**src/rtl/rb_pkg.sv**
```systemverilog
package rb_pkg;
  // Bit positions that software and the converters both depend on
  localparam int FLAG_BIT    = 31;
  localparam int BW_BIT      = 30;
  localparam int RES_HI_BIT  = 29;
  localparam int RES_LO_BIT  = 28;
  localparam int TST_EN_BIT  = 13;
  localparam int TST_COS_BIT = 14;
  localparam int TST_SIN_BIT = 15;
  localparam int WORD_W      = 32;

  typedef enum logic [1:0] {
    RES_10 = 2'd0,
    RES_12 = 2'd1,
    RES_14 = 2'd2,
    RES_16 = 2'd3
  } res_sel_t;

  typedef struct packed {
    logic     bw;
    res_sel_t res;
  } chan_cfg_t;
endpackage

```
**src/rtl/rb_chan_slice.sv**
```systemverilog
module rb_chan_slice
  import rb_pkg::*;
#(
  parameter int RW = 16
) (
  input  logic              clk,
  input  logic              rst,
  input  logic              cfg_wr,
  input  logic [2:0]        cfg_din,
  input  logic [RW-1:0]     angle_in,
  input  logic              ok_in,
  input  logic              hold,
  input  logic              test_on,
  output logic [WORD_W-1:0] word_o,
  output logic              flag_o,
  output chan_cfg_t         cfg_o
);
  localparam int PAD = WORD_W - 4 - RW;

  chan_cfg_t     cfg_q;
  logic [RW-1:0] res_q;
  logic          flag_q;

  always_ff @(posedge clk) begin
    if (rst) begin
      cfg_q  <= '0;
      res_q  <= '0;
      flag_q <= 1'b0;
    end else begin
      if (cfg_wr) begin
        cfg_q.bw  <= cfg_din[2];
        cfg_q.res <= res_sel_t'(cfg_din[1:0]);
      end
      if (!hold) res_q <= angle_in;
      flag_q <= test_on | ~ok_in;
    end
  end

  assign word_o = {flag_q, cfg_q.bw, cfg_q.res, {PAD{1'b0}}, res_q};
  assign flag_o = flag_q;
  assign cfg_o  = cfg_q;
endmodule

```
**src/rtl/rb_ctrl.sv**
```systemverilog
module rb_ctrl
  import rb_pkg::*;
#(
  parameter int NCH = 12
) (
  input  logic              clk,
  input  logic              rst,
  input  logic              wr_en,
  input  logic [15:0]       din,
  input  logic [NCH-1:0]    flags,
  output logic [NCH-1:0]    inh_o,
  output logic              en_o,
  output logic              cos_o,
  output logic              sin_o,
  output logic [WORD_W-1:0] word_o
);
  logic [NCH-1:0] inh_q;
  logic           en_q, cos_q, sin_q;
  logic           unused_din;

  assign unused_din = ^din[12];

  always_ff @(posedge clk) begin
    if (rst) begin
      inh_q <= '0;
      en_q  <= 1'b0;
      cos_q <= 1'b0;
      sin_q <= 1'b0;
    end else if (wr_en) begin
      inh_q <= din[NCH-1:0];
      en_q  <= din[TST_EN_BIT];
      cos_q <= din[TST_COS_BIT];
      sin_q <= din[TST_SIN_BIT];
    end
  end

  always_comb begin
    word_o              = '0;
    word_o[NCH-1:0]     = inh_q;
    word_o[TST_EN_BIT]  = en_q;
    word_o[TST_COS_BIT] = cos_q;
    word_o[TST_SIN_BIT] = sin_q;
    word_o[FLAG_BIT]    = |flags;
  end

  assign inh_o = inh_q;
  assign en_o  = en_q;
  assign cos_o = en_q & cos_q;
  assign sin_o = en_q & sin_q;
endmodule

```
**src/rtl/rb_rdmux.sv**
```systemverilog
module rb_rdmux
  import rb_pkg::*;
#(
  parameter int NCH = 12,
  parameter int AW  = 4
) (
  input  logic              clk,
  input  logic              rst,
  input  logic              rd_en,
  input  logic [AW-1:0]     idx,
  input  logic [WORD_W-1:0] chan_words [NCH],
  input  logic [WORD_W-1:0] ctrl_word,
  output logic [WORD_W-1:0] rdata
);
  localparam logic [AW-1:0] CTRL_IDX = {AW{1'b1}};

  logic [WORD_W-1:0] pick;

  always_comb begin
    pick = '0;
    for (int i = 0; i < NCH; i++) begin
      if (idx == AW'(i)) pick = chan_words[i];
    end
    if (idx == CTRL_IDX) pick = ctrl_word;
  end

  always_ff @(posedge clk) begin
    if (rst)        rdata <= '0;
    else if (rd_en) rdata <= pick;
  end
endmodule

```
**src/rtl/rb_bank.sv**
```systemverilog
module rb_bank
  import rb_pkg::*;
#(
  parameter int NCH = 12,
  parameter int RW  = 16,
  parameter int AW  = 4
) (
  input  logic                clk,
  input  logic                rst,
  input  logic                bus_sel,
  input  logic                bus_wr,
  input  logic [AW-1:0]       bus_widx,
  input  logic [WORD_W-1:0]   bus_wdata,
  output logic [WORD_W-1:0]   bus_rdata,
  input  logic [NCH*RW-1:0]   conv_angle,
  input  logic [NCH-1:0]      conv_ok,
  output logic [NCH-1:0]      inhibit,
  output logic [NCH-1:0]      cfg_bw,
  output logic [2*NCH-1:0]    cfg_res,
  output logic                tst_en,
  output logic                tst_cos,
  output logic                tst_sin
);
  localparam logic [AW-1:0] CTRL_IDX = {AW{1'b1}};

  logic [WORD_W-1:0] chan_words [NCH];
  logic [WORD_W-1:0] ctrl_word;
  logic [NCH-1:0]    flag_vec;
  logic              wr_stb, rd_stb;
  logic              unused_wbits;

  assign wr_stb       = bus_sel & bus_wr;
  assign rd_stb       = bus_sel & ~bus_wr;
  assign unused_wbits = ^{bus_wdata[31], bus_wdata[27:16]};

  for (genvar g = 0; g < NCH; g++) begin : g_chan
    chan_cfg_t cfg_w;
    rb_chan_slice #(.RW(RW)) u_slice (
      .clk      (clk),
      .rst      (rst),
      .cfg_wr   (wr_stb && bus_widx == AW'(g)),
      .cfg_din  (bus_wdata[BW_BIT:RES_LO_BIT]),
      .angle_in (conv_angle[g*RW +: RW]),
      .ok_in    (conv_ok[g]),
      .hold     (inhibit[g]),
      .test_on  (tst_en),
      .word_o   (chan_words[g]),
      .flag_o   (flag_vec[g]),
      .cfg_o    (cfg_w)
    );
    assign cfg_bw[g]          = cfg_w.bw;
    assign cfg_res[2*g +: 2]  = cfg_w.res;
  end

  rb_ctrl #(.NCH(NCH)) u_ctrl (
    .clk    (clk),
    .rst    (rst),
    .wr_en  (wr_stb && bus_widx == CTRL_IDX),
    .din    (bus_wdata[15:0]),
    .flags  (flag_vec),
    .inh_o  (inhibit),
    .en_o   (tst_en),
    .cos_o  (tst_cos),
    .sin_o  (tst_sin),
    .word_o (ctrl_word)
  );

  rb_rdmux #(.NCH(NCH), .AW(AW)) u_rdmux (
    .clk        (clk),
    .rst        (rst),
    .rd_en      (rd_stb),
    .idx        (bus_widx),
    .chan_words (chan_words),
    .ctrl_word  (ctrl_word),
    .rdata      (bus_rdata)
  );
endmodule

```
**config.mk**
```make
export PLATFORM = sky130hd
export DESIGN_NAME = rb_bank
export DESIGN_NICKNAME = d
export VERILOG_FILES = /design/src/rtl/rb_pkg.sv /design/src/rtl/rb_chan_slice.sv /design/src/rtl/rb_ctrl.sv /design/src/rtl/rb_rdmux.sv /design/src/rtl/rb_bank.sv
export SDC_FILE = /design/constraint.sdc
export NUM_CORES = 1
export LEC_CHECK = 0
export BUFFER_PORTS_ARGS = -buffer_cell sky130_fd_sc_hd__clkbuf_2
export CORE_ASPECT_RATIO = 0.6
export CORE_MARGIN = 1
export CORE_UTILIZATION = 48
export CTS_CLUSTER_SIZE = 20
export DETAILED_ROUTE_END_ITERATION = 8
export MAX_ROUTING_LAYER = met4
export PLACE_DENSITY = 0.76
export SYNTH_ARGS = -nofsm -noshare
export SYNTH_HDL_FRONTEND = slang
export SYNTH_SLANG_ARGS = --single-unit
```
**constraint.sdc**
```tcl
create_clock -name clk -period 1.6 [get_ports clk]
set_input_delay 0.08 -clock clk [delete_from_list [all_inputs] [get_ports clk]]
set_output_delay 0.08 -clock clk [all_outputs]
set_load 0.03 [all_outputs]
```
==> impl_metrics.yaml, run 1 <==
clock_tree:
  clock_latency_ns: 0.55
  clk_pin_slew_ns: 0.06
  cts_setup_buffers: 0
  clk_path_buf_depth: 3
  clockRootBuffer: "clkbuf_16"
  cts_tree: "yes"
  numCtsBuffers: 26
  htreeDepth: 1
  cts_sinks: 275
logic_synthesis:
  ys_types: 46
  netlist_top_cells_count: "dfxtp_1 (275), nor2_1 (259), mux2i_1 (240), a21oi_1 (118), nand2_1 (97)"
  synth_top_cell_by_area: "dfxtp_1"
  synth.cell_area_sq_um: 12600
  synth_area_leaders: "dfxtp_1 (44%), mux2i_1 (19%), nor2_1 (7.7%)"
  ys.flop_type: "dfxtp_1"
  ys_warn_count: 0
  ys_ff_latch: 275
  synth_edf_count: 0
  async_flop_share_pct: 0
  yosysMostFrequentCell: "dfxtp_1"
  yosysSeqAreaShare_pct: 43.7
  synth_top_cell_area_share_pct: 43.7
  avgSynthCellArea_sq_um: 9.07
  synthCells: 1391
routing:
  antenna_left: 0
  drt_iter0_markers: 1713
  wl_per_cell_um: 22.8
  wl_um: 52800
  remaining_drc_errors: 0
  wl_met3_um: 6390
  highest_layer: "met4"
  wl_met1_um: 23100
  drt_first_pass_iters: 6
  wl_met2_um: 21700
  avgViaCountPerCell: 5.68
  vias: 13200
timing:
  fmax_ghz: 0.627
  slew_viol_final: 0
  period_share_pct: 99.7
  worstMarginPinSlew_ns: 0.753
  fin_tns_setup_ns: 0
  hold_viol: 0
  fin_crit_ns: 1.60
  fin_ws_ns: 0.00416
  finalSetupViolations: 0
  rsz0062_at_grt: "no"
  max_slew_margin_pct: 49.6
  fin_skew_ns: 0.0154
global_route:
  grtUsageTotal_pct: 39.7
  grt_start_max_net_pins: 93
  grt.overflow.total: 0
  grt_pass1_vias: 12900
  grt_pass1_wl_um: 77900
  antenna_found_initial: 3
layout:
  fin_area_sq_um: 18300
  nFillCells: 1916
  area_growth_pct: 45.2
  drive_gt1_share_pct: 28.6
  final_nets: 2191
placement:
  place_hpwl_um: 36800
  placed_cell_area_sq_um: 15000
  port_buffers: 300
  dp_slack_ns: -0.487
  gp_congestion: 0.996
flow_run:
  cap_violations: 0
worst_setup_path:
  required_ns: 1.52
  rr_endpoint: "u_rdmux.rdata[6]"
  cp.arrival_ns: 1.52
  endpoint_kind: "output port"
  crit_slowest_cell: "dfxtp_2"
  critPathKind: "reg -> out"
  worstSetupEndpoint: "inhibit[6]"
  rrSetupSlack_ns: 0.02
  crit_chain: "buf_12 -> clkbuf_2"
  r2r_cells: 5
  crit_start: "u_ctrl.inh_o[6]"
  r2r-start: "g_chan[0].u_slice.res_q[6]"
  cp_max_fo: 12
  cp-start-kind: "register"
  slowest_delay_ns: 0.53
die:
  die_w_um: 211
  core_sq_um: 25600
  dieArea_sq_um: 26900
  dieHeight_um: 128
  std_cell_rows: 45
  io_pins: 327
  initial_core_util_pct: 49.3
run_status:
  status: "completed"
power_and_ir_drop:
  vdd_ir_drop_max_uv: 761
  p_leak_nw: 7.61
  p_per_area_nw_per_um2: 906
  design_power_total_w: 0.0166
min_path:
  min_path_type: "in -> reg"
-- placed cells by master (no fill, tap or decap), drive strengths merged, types with 22 or more instances in the layout --
master / netlist / routed
mux2i: 240 / 240
nand2: 97 / 97
nor2: 261 / 261
buf: 94 / 163
a21oi: 118 / 118
dlygate4sd3: 0 / 223
o21ai: 29 / 29
clkbuf: 74 / 338
dfxtp: 275 / 275
mux2: 22 / 22
-- flip-flops by register name, summed over array words and instances, names as in the netlist --
| signal | count |
|---|---|
| g_chan.u_slice.flag_o | 12 |
| g_chan.u_slice.cfg_o | 36 |
| u_ctrl.cos_q | 1 |
| u_ctrl.sin_q | 1 |
| u_ctrl.inh_o | 12 |
| u_rdmux.rdata | 20 |
| g_chan.u_slice.res_q | 192 |
| u_ctrl.en_o | 1 |
-- cell type report --
class                   instances  area (sq um)  share of cell area [%]
multi-input cells             952          6290                    34.3
flip-flops and latches        275          5520                    30.2
repair buffers                685          5130                    28.0
clock buffers                  39           771                    4.21
well taps                     352           440                    2.41
clock inverters                 9           120                   0.656
inverters                       7          26.3                   0.144
diodes                          3          7.51                  0.0410
-- logic make-up after synthesis --
| group | synth area share (%) |
|---|---|
| AND/OR/NAND/NOR | 14.1 |
| flip-flops | 43.7 |
| multiplexers | 22.5 |
| AO/OA/AOI/OAI | 12.0 |
| buffers and inverters | 7.71 |
| other | 0.0297 |
-- layer usage --
layer / track usage [%] / vias up
met2: 57.0 / 864
li1: - / 5904
met5: - / -
met3: 10.6 / 144
met4: 10.7 / 0
met1: 54.8 / 6285
-- worst max-delay path: cells and delay by family, from the launching register on --
family	cells	cell delay [ns]
buffers and inverters	2	0.43
flip-flops	1	0.53
-- worst min path at each step --
stage / from / cells after the start / end
floorplan: conv_ok[0] / 1 / g_chan[0].u_slice.flag_o
CTS: bus_wr / 5 / u_rdmux.rdata[8]
finish: bus_wr / 5 / u_rdmux.rdata[9]
detailed placement: conv_ok[11] / 2 / g_chan[11].u_slice.flag_o
global placement: conv_ok[8] / 2 / g_chan[8].u_slice.flag_o
global route: bus_wr / 5 / u_rdmux.rdata[9]
-- what timing repair did --
item,in CTS,in global routing
pin swaps,0,5
resized for setup,11,23
hold endpoints to repair,256,0
setup endpoints to repair,9,15
hold buffers,223,0
-- per-stage QoR --
step                      util, %  cells  hold slack [ns]
final                        71.6   2322           0.0407
after global routing         71.6   2321           0.0344
after CTS                    71.1   2319          0.00843
after detailed placement     58.8   2048            0.269
after global placement       58.8   2048            0.269
after floorplan                 -   1402            0.176
-- where the power goes --
part           internal, W  switching [W]
clock network      0.00381        0.00275
registers          0.00717       0.000268
logic              0.00125        0.00133
(Power assumes the default switching activity.)
==> inputs of run 2 (changes only) <==
--- a/config.mk
+++ b/config.mk
@@ -5,6 +5,7 @@
 export SDC_FILE = /design/constraint.sdc
 export NUM_CORES = 1
 export LEC_CHECK = 0
+export ABC_CLOCK_PERIOD_IN_PS = 1600
 export BUFFER_PORTS_ARGS = -buffer_cell sky130_fd_sc_hd__clkbuf_2
 export CORE_ASPECT_RATIO = 0.6
 export CORE_MARGIN = 1
@@ -13,6 +14,7 @@
 export DETAILED_ROUTE_END_ITERATION = 8
 export MAX_ROUTING_LAYER = met4
 export PLACE_DENSITY = 0.76
+export REMOVE_ABC_BUFFERS = 1
 export SYNTH_ARGS = -nofsm -noshare
 export SYNTH_HDL_FRONTEND = slang
 export SYNTH_SLANG_ARGS = --single-unit
==> run 2 against run 1 <==
Effect of this change: routed wire length decreased by 3.4%; cell count decreased by 0.22%; maximum frequency increased by 0.69%; power increased by 1.6%; register-to-register slack improved by 0.02 ns; clock power increased by 5.9%; first-iteration DRC count decreased by 0.23%; clock-buffer cell count decreased by 9; utilization increased by 0.32 points; critical path type is now in -> reg; critical endpoint is now u_rdmux.rdata[9].
==> impl_metrics.yaml, run 2 (synthesis gave the netlist of run 1 again) <==
run_status:
  status: "completed"
layout:
  layout_common_cells: "clkbuf_2 (298), dfxtp_1 (267), nor2_1 (258), dlygate4sd3_1 (245), mux2i_1 (240)"
  nFillCells: 1885
  fin_area_sq_um: 18400
  area_growth_pct: 45.8
  regMostFlops: "g_chan.u_slice.res_q"
  final_common_cell: "clkbuf_2"
  final_nets: 2185
  largest_reg_flops: 192
  drive_gt1_share_pct: 27.2
  final_cells: 2317
worst_setup_path:
  cp.arrival_ns: 1.99
  cp_max_fo: 11
  critPathKind: "in -> reg"
  rrSetupSlack_ns: 0.04
  endpoint_kind: "register"
  required_ns: 2.00
  cp-start-kind: "primary input"
  r2r-start: "u_ctrl.inh_o[5]"
  crit_start: "bus_wr"
placement:
  placed_cell_area_sq_um: 14900
  port_buffers: 300
  place_inst: 2017
  gp_congestion: 0.964
  place_hpwl_um: 33500
  dp_slack_ns: -0.271
die:
  initial_core_util_pct: 49.3
  io_pins: 327
  dieArea_sq_um: 26900
  core_sq_um: 25600
  std_cell_rows: 45
  die_w_um: 211
  dieHeight_um: 128
timing:
  rsz0062_at_grt: "no"
  period_share_pct: 99.1
  fin_skew_ns: 0.0182
  holdWs_ns: 0.0589
  slew_viol_final: 0
  fin_ws_ns: 0.0151
  hold_viol: 0
  fin_crit_ns: 1.58
  finalSetupViolations: 0
  max_slew_margin_pct: 36.0
  fmax_ghz: 0.631
  fin_tns_setup_ns: 0
  worstMarginPinSlew_ns: 0.957
routing:
  wl_um: 51000
  antenna_left: 0
  wl_per_cell_um: 22.0
  drt_first_pass_iters: 6
  remaining_drc_errors: 0
  vias: 13000
  drt_iter0_markers: 1709
  avgViaCountPerCell: 5.62
min_path:
  hold_start: "bus_sel"
  min_path_type: "in -> reg"
global_route:
  grt_pass1_vias: 13000
  grt.overflow.total: 0
  grt_start_max_net_pins: 65
  grt_pass1_wl_um: 75800
  antenna_found_initial: 3
  grtUsageTotal_pct: 38.4
clock_tree:
  clk_path_buf_depth: 3
  cts_sinks: 275
  cts_tree: "yes"
  clk_pin_slew_ns: 0.07
  clockRootBuffer: "clkbuf_16"
  htreeDepth: 1
  clock_latency_ns: 0.55
  numCtsBuffers: 26
power_and_ir_drop:
  p_leak_nw: 7.62
  p_per_area_nw_per_um2: 916
  vdd_ir_drop_max_uv: 745
flow_run:
  cap_violations: 0
-- run 2: cell types whose count changed in the layout (fill, tap and decap cells not counted), moves of 4 or more --
cell / before / now
a221oi_1: 12 / 19
a221oi_2: 4 / 0
buf_12: 12 / 20
buf_4: 145 / 111
clkbuf_1: 7 / 0
clkinvlp_4: 0 / 4
dlygate4sd3_1: 223 / 245
-- run 2: repair_timing --
item | in CTS | in global routing
gates resized for setup | 6 | 8
setup endpoints to repair | 5 | 16
hold buffers | 245 | 0
hold endpoints to repair | 244 | 0
setup buffers | 0 | 3
-- run 2: critical path, stage by stage --
cell	delay, ns
dlygate4sd3_1	0.55
clkbuf_2	0.15
nor2b_2	0.29
buf_4	0.27
o21ai_0	0.14
a211oi_1	0.33
a2111oi_0	0.16
-- run 2: final cells by class --
type | instances | area (sq um) | share of cell area (%)
repair buffers | 679 | 5240 | 28.5
diodes | 4 | 10.0 | 0.0544
clock buffers | 30 | 717 | 3.90
multi-input cells | 952 | 6190 | 33.7
flip-flops and latches | 275 | 5520 | 30.0
inverters | 7 | 26.3 | 0.143
well taps | 352 | 440 | 2.40
clock inverters | 18 | 236 | 1.29
-- run 2: stage by stage --
step / total power, W / utilization, %
after floorplan: 0.00830 / -
after global placement: 0.00942 / 58.3
after detailed placement: 0.00946 / 58.3
after CTS: 0.0167 / 71.7
after global routing: 0.0173 / 71.9
final: 0.0168 / 71.9
-- run 2: path summary, 6_finish.rpt --
check,end,cells after the start
worst min register to register,g_chan[0].u_slice.cfg_o[1],2
worst min-delay path,u_rdmux.rdata[14],4
worst max-delay path,u_rdmux.rdata[9],7
worst max register to register,g_chan[5].u_slice.res_q[8],4
-- run 2: per-layer routing --
layer / wire [um] / share of wire, % / global-route usage (%)
met3: 5090 / 10 / 7.20
met4: 1710 / 3.3 / 13.5
met5: 0 / 0 / -
met1: 21100 / 41 / 49.7
met2: 23100 / 45 / 60.0
-- run 2: where the power goes --
part / total, W / switching [W] / internal (W)
Combinational: 0.00251 / 0.00126 / 0.00124
Sequential: 0.00739 / 0.000231 / 0.00716
Clock: 0.00695 / 0.00290 / 0.00404
Total: 0.0168 / 0.00440 / 0.0124
==> inputs of run 3 (changes only) <==
--- a/config.mk
+++ b/config.mk
@@ -5,6 +5,7 @@
 export SDC_FILE = /design/constraint.sdc
 export NUM_CORES = 1
 export LEC_CHECK = 0
+export ABC_AREA = 1
 export ABC_CLOCK_PERIOD_IN_PS = 1600
 export BUFFER_PORTS_ARGS = -buffer_cell sky130_fd_sc_hd__clkbuf_2
 export CORE_ASPECT_RATIO = 0.6
@@ -13,7 +14,7 @@
 export CTS_CLUSTER_SIZE = 20
 export DETAILED_ROUTE_END_ITERATION = 8
 export MAX_ROUTING_LAYER = met4
-export PLACE_DENSITY = 0.76
+export PLACE_DENSITY = 0.77
 export REMOVE_ABC_BUFFERS = 1
 export SYNTH_ARGS = -nofsm -noshare
 export SYNTH_HDL_FRONTEND = slang
==> run 3 against run 2 <==
Effect of this change: synthesized cell count increased by 24%; die area decreased by 5.3%; non-clock buffer count decreased by 76; routed wire length decreased by 9.0%; area after synthesis decreased by 5.4%; first-iteration DRC count decreased by 2.1%; clock power decreased by 9.1%; power decreased by 6.3%; via count increased by 6.5%; clock skew increased by 0.0041 ns; cell count increased by 9.8%.
==> impl_metrics.yaml, run 3 <==
run_status:
  status: "completed"
placement:
  gp_congestion: 0.962
  dp_slack_ns: -0.334
  place_inst: 2276
  port_buffers: 300
  place_hpwl_um: 31200
routing:
  vias: 13900
  remaining_drc_errors: 0
  drt_iter0_markers: 1673
  antenna_left: 0
  wl_per_cell_um: 18.3
  drt_first_pass_iters: 6
  avgViaCountPerCell: 5.45
  wl_um: 46400
worst_setup_path:
  required_ns: 2.03
  critPathKind: "reg -> reg"
  r2r-start: "g_chan[0].u_slice.res_q[11]"
  cp-start-kind: "register"
  cp.arrival_ns: 2.00
  endpoint_kind: "register"
  cp_max_fo: 2
  rr_endpoint: "u_rdmux.rdata[11]"
  r2r_cells: 10
  rrSetupSlack_ns: 0.03
layout:
  area_growth_pct: 41.5
  largest_reg_flops: 192
  final_nets: 2446
  nFillCells: 1888
  regMostFlops: "g_chan.u_slice.res_q"
  drive_gt1_share_pct: 19.9
  final_cells: 2545
  regArea_sq_um: 5510
  layout_common_cells: "nor2_1 (412), clkbuf_2 (300), dfxtp_1 (273), nand2_1 (245), dlygate4sd3_1 (220)"
  final_common_cell: "nor2_1"
  multi_input_area_sq_um: 5170
clock_tree:
  clockRootBuffer: "clkbuf_16"
  cts_sinks: 275
  htreeDepth: 1
  clock_latency_ns: 0.54
  numCtsBuffers: 26
  clk_pin_slew_ns: 0.07
  cts_tree: "yes"
  clk_path_buf_depth: 3
logic_synthesis:
  yosysMostFrequentCell: "nor2_1"
  ys_warn_count: 0
  synth_top_cell_area_share_pct: 46.1
  ys.flop_type: "dfxtp_1"
  synth_top_cell_by_area: "dfxtp_1"
  async_flop_share_pct: 0
  ys_types: 21
  synthCells: 1724
  synth_area_leaders: "dfxtp_1 (46%), nor2_1 (13%), o21ai_0 (9.2%)"
  synth_edf_count: 0
  netlist_top_cells_count: "nor2_1 (416), dfxtp_1 (275), nand2_1 (245), o21ai_0 (219), a21oi_1 (136)"
  synth.cell_area_sq_um: 11900
  yosysSeqAreaShare_pct: 46.1
  avgSynthCellArea_sq_um: 6.92
  ys_ff_latch: 275
timing:
  slew_viol_final: 0
  fmax_ghz: 0.638
  worstMarginPinSlew_ns: 0.681
  fin_tns_setup_ns: 0
  finalSetupViolations: 0
  fin_skew_ns: 0.0224
  fin_crit_ns: 1.57
  period_share_pct: 97.9
  holdWs_ns: 0.0274
  hold_viol: 0
  rsz0062_at_grt: "no"
  fin_ws_ns: 0.0335
  max_slew_margin_pct: 54.5
die:
  dieArea_sq_um: 25500
  die_w_um: 206
  core_sq_um: 24300
  std_cell_rows: 44
  initial_core_util_pct: 49.2
  dieHeight_um: 124
  io_pins: 327
min_path:
  min_path_cells: 4
  holdPathEnd: "g_chan[9].u_slice.res_q[6]"
  min_path_type: "in -> reg"
  hold_start: "rst"
power_and_ir_drop:
  design_power_total_w: 0.0158
  p_per_area_nw_per_um2: 935
  p_leak_nw: 7.95
  vdd_ir_drop_max_uv: 728
global_route:
  grt_start_max_net_pins: 62
  antenna_found_initial: 3
  grt_pass1_wl_um: 69000
  grt.overflow.total: 0
  grtUsageTotal_pct: 36.4
  grt_pass1_vias: 13000
flow_run:
  cap_violations: 0
==> run 3: changes by cell type after synthesis, sizes merged, moves of 19 or more <==
cell,delta
nor2,+163
inv,+104
nand4,+40
nand2,+149
mux2i,-240
nand3,+77
o21ai,+190
mux2,-22
a221oi,-19
==> run 3: layout make-up <==
cell class / instances / area share, %
clock buffers: 35 / 4.17
clock inverters: 11 / 0.859
inverters: 115 / 2.57
well taps: 322 / 2.39
diodes: 3 / 0.0445
multi-input cells: 1181 / 30.6
repair buffers: 603 / 26.7
flip-flops and latches: 275 / 32.6
==> run 3: repair_timing <==
| action | in CTS | in global routing |
|---|---|---|
| endpoints found under the setup margin | 1 | 3 |
| buffers inserted | 0 | 0 |
| hold buffers | 220 | 0 |
| hold endpoints to repair | 227 | 0 |
| gates cloned | 0 | 0 |
| resized for setup | 1 | 3 |
==> run 3: report_power, final <==
| group | switching, W | leakage [nW] | internal (W) | total [W] |
|---|---|---|---|---|
| Combinational | 0.00113 | 5.25 | 0.000934 | 0.00206 |
| Clock | 0.00274 | 0.420 | 0.00358 | 0.00632 |
| Sequential | 0.000203 | 2.28 | 0.00720 | 0.00740 |
| Total | 0.00407 | 7.95 | 0.0117 | 0.0158 |
==> run 3: critical path, cell delays in order (launching register included) <==
cell and delay (ns):
dfxtp_1 0.31, nand3_1 0.09, nand2_1 0.07, nor2_1 0.12
nand4_1 0.11, nand2_1 0.10, nand4_1 0.08, nor2_1 0.28
nand3_1 0.13, nand2_1 0.10, inv_1 0.04
==> run 3: routing by layer <==
metal / up-vias / track usage, % / wire length [um]
met5: - / - / 0
met4: 0 / 14.0 / 1820
met3: 174 / 7.88 / 5370
met2: 968 / 55.1 / 20000
met1: 6281 / 47.6 / 19300
li1: 6440 / - / -
==> run 3: worst max path at each step <==
stage / startpoint / end / slack, ns / cells past startpoint
after floorplan: rst / g_chan[10].u_slice.res_q[0] / -1.16 / 3
after global placement: bus_widx[1] / u_rdmux.rdata[0] / -0.26 / 14
after detailed placement: bus_widx[0] / u_rdmux.rdata[11] / -0.33 / 14
after CTS: u_ctrl.inh_o[3] / inhibit[3] / 0.06 / 1
after global routing: g_chan[0].u_slice.res_q[3] / u_rdmux.rdata[3] / 0.002 / 10
final: g_chan[0].u_slice.res_q[11] / u_rdmux.rdata[11] / 0.03 / 10
==> run 3: metrics by stage <==
stage          util, %  area [sq um]
6_report          69.6         16900
5_1_grt           69.6         16900
4_1_cts           69.5         16900
3_5_place_dp      56.9         13800
3_3_place_gp      56.9         13800
2_1_floorplan        -         11100
==> run 3: cell families after synthesis <==
group                  synth area share (%)
and+or+nand+nor                        27.8
buffers and inverters                  11.0
other                                0.0314
DFF                                    46.1
AOI/OAI and AO/OA                      15.1
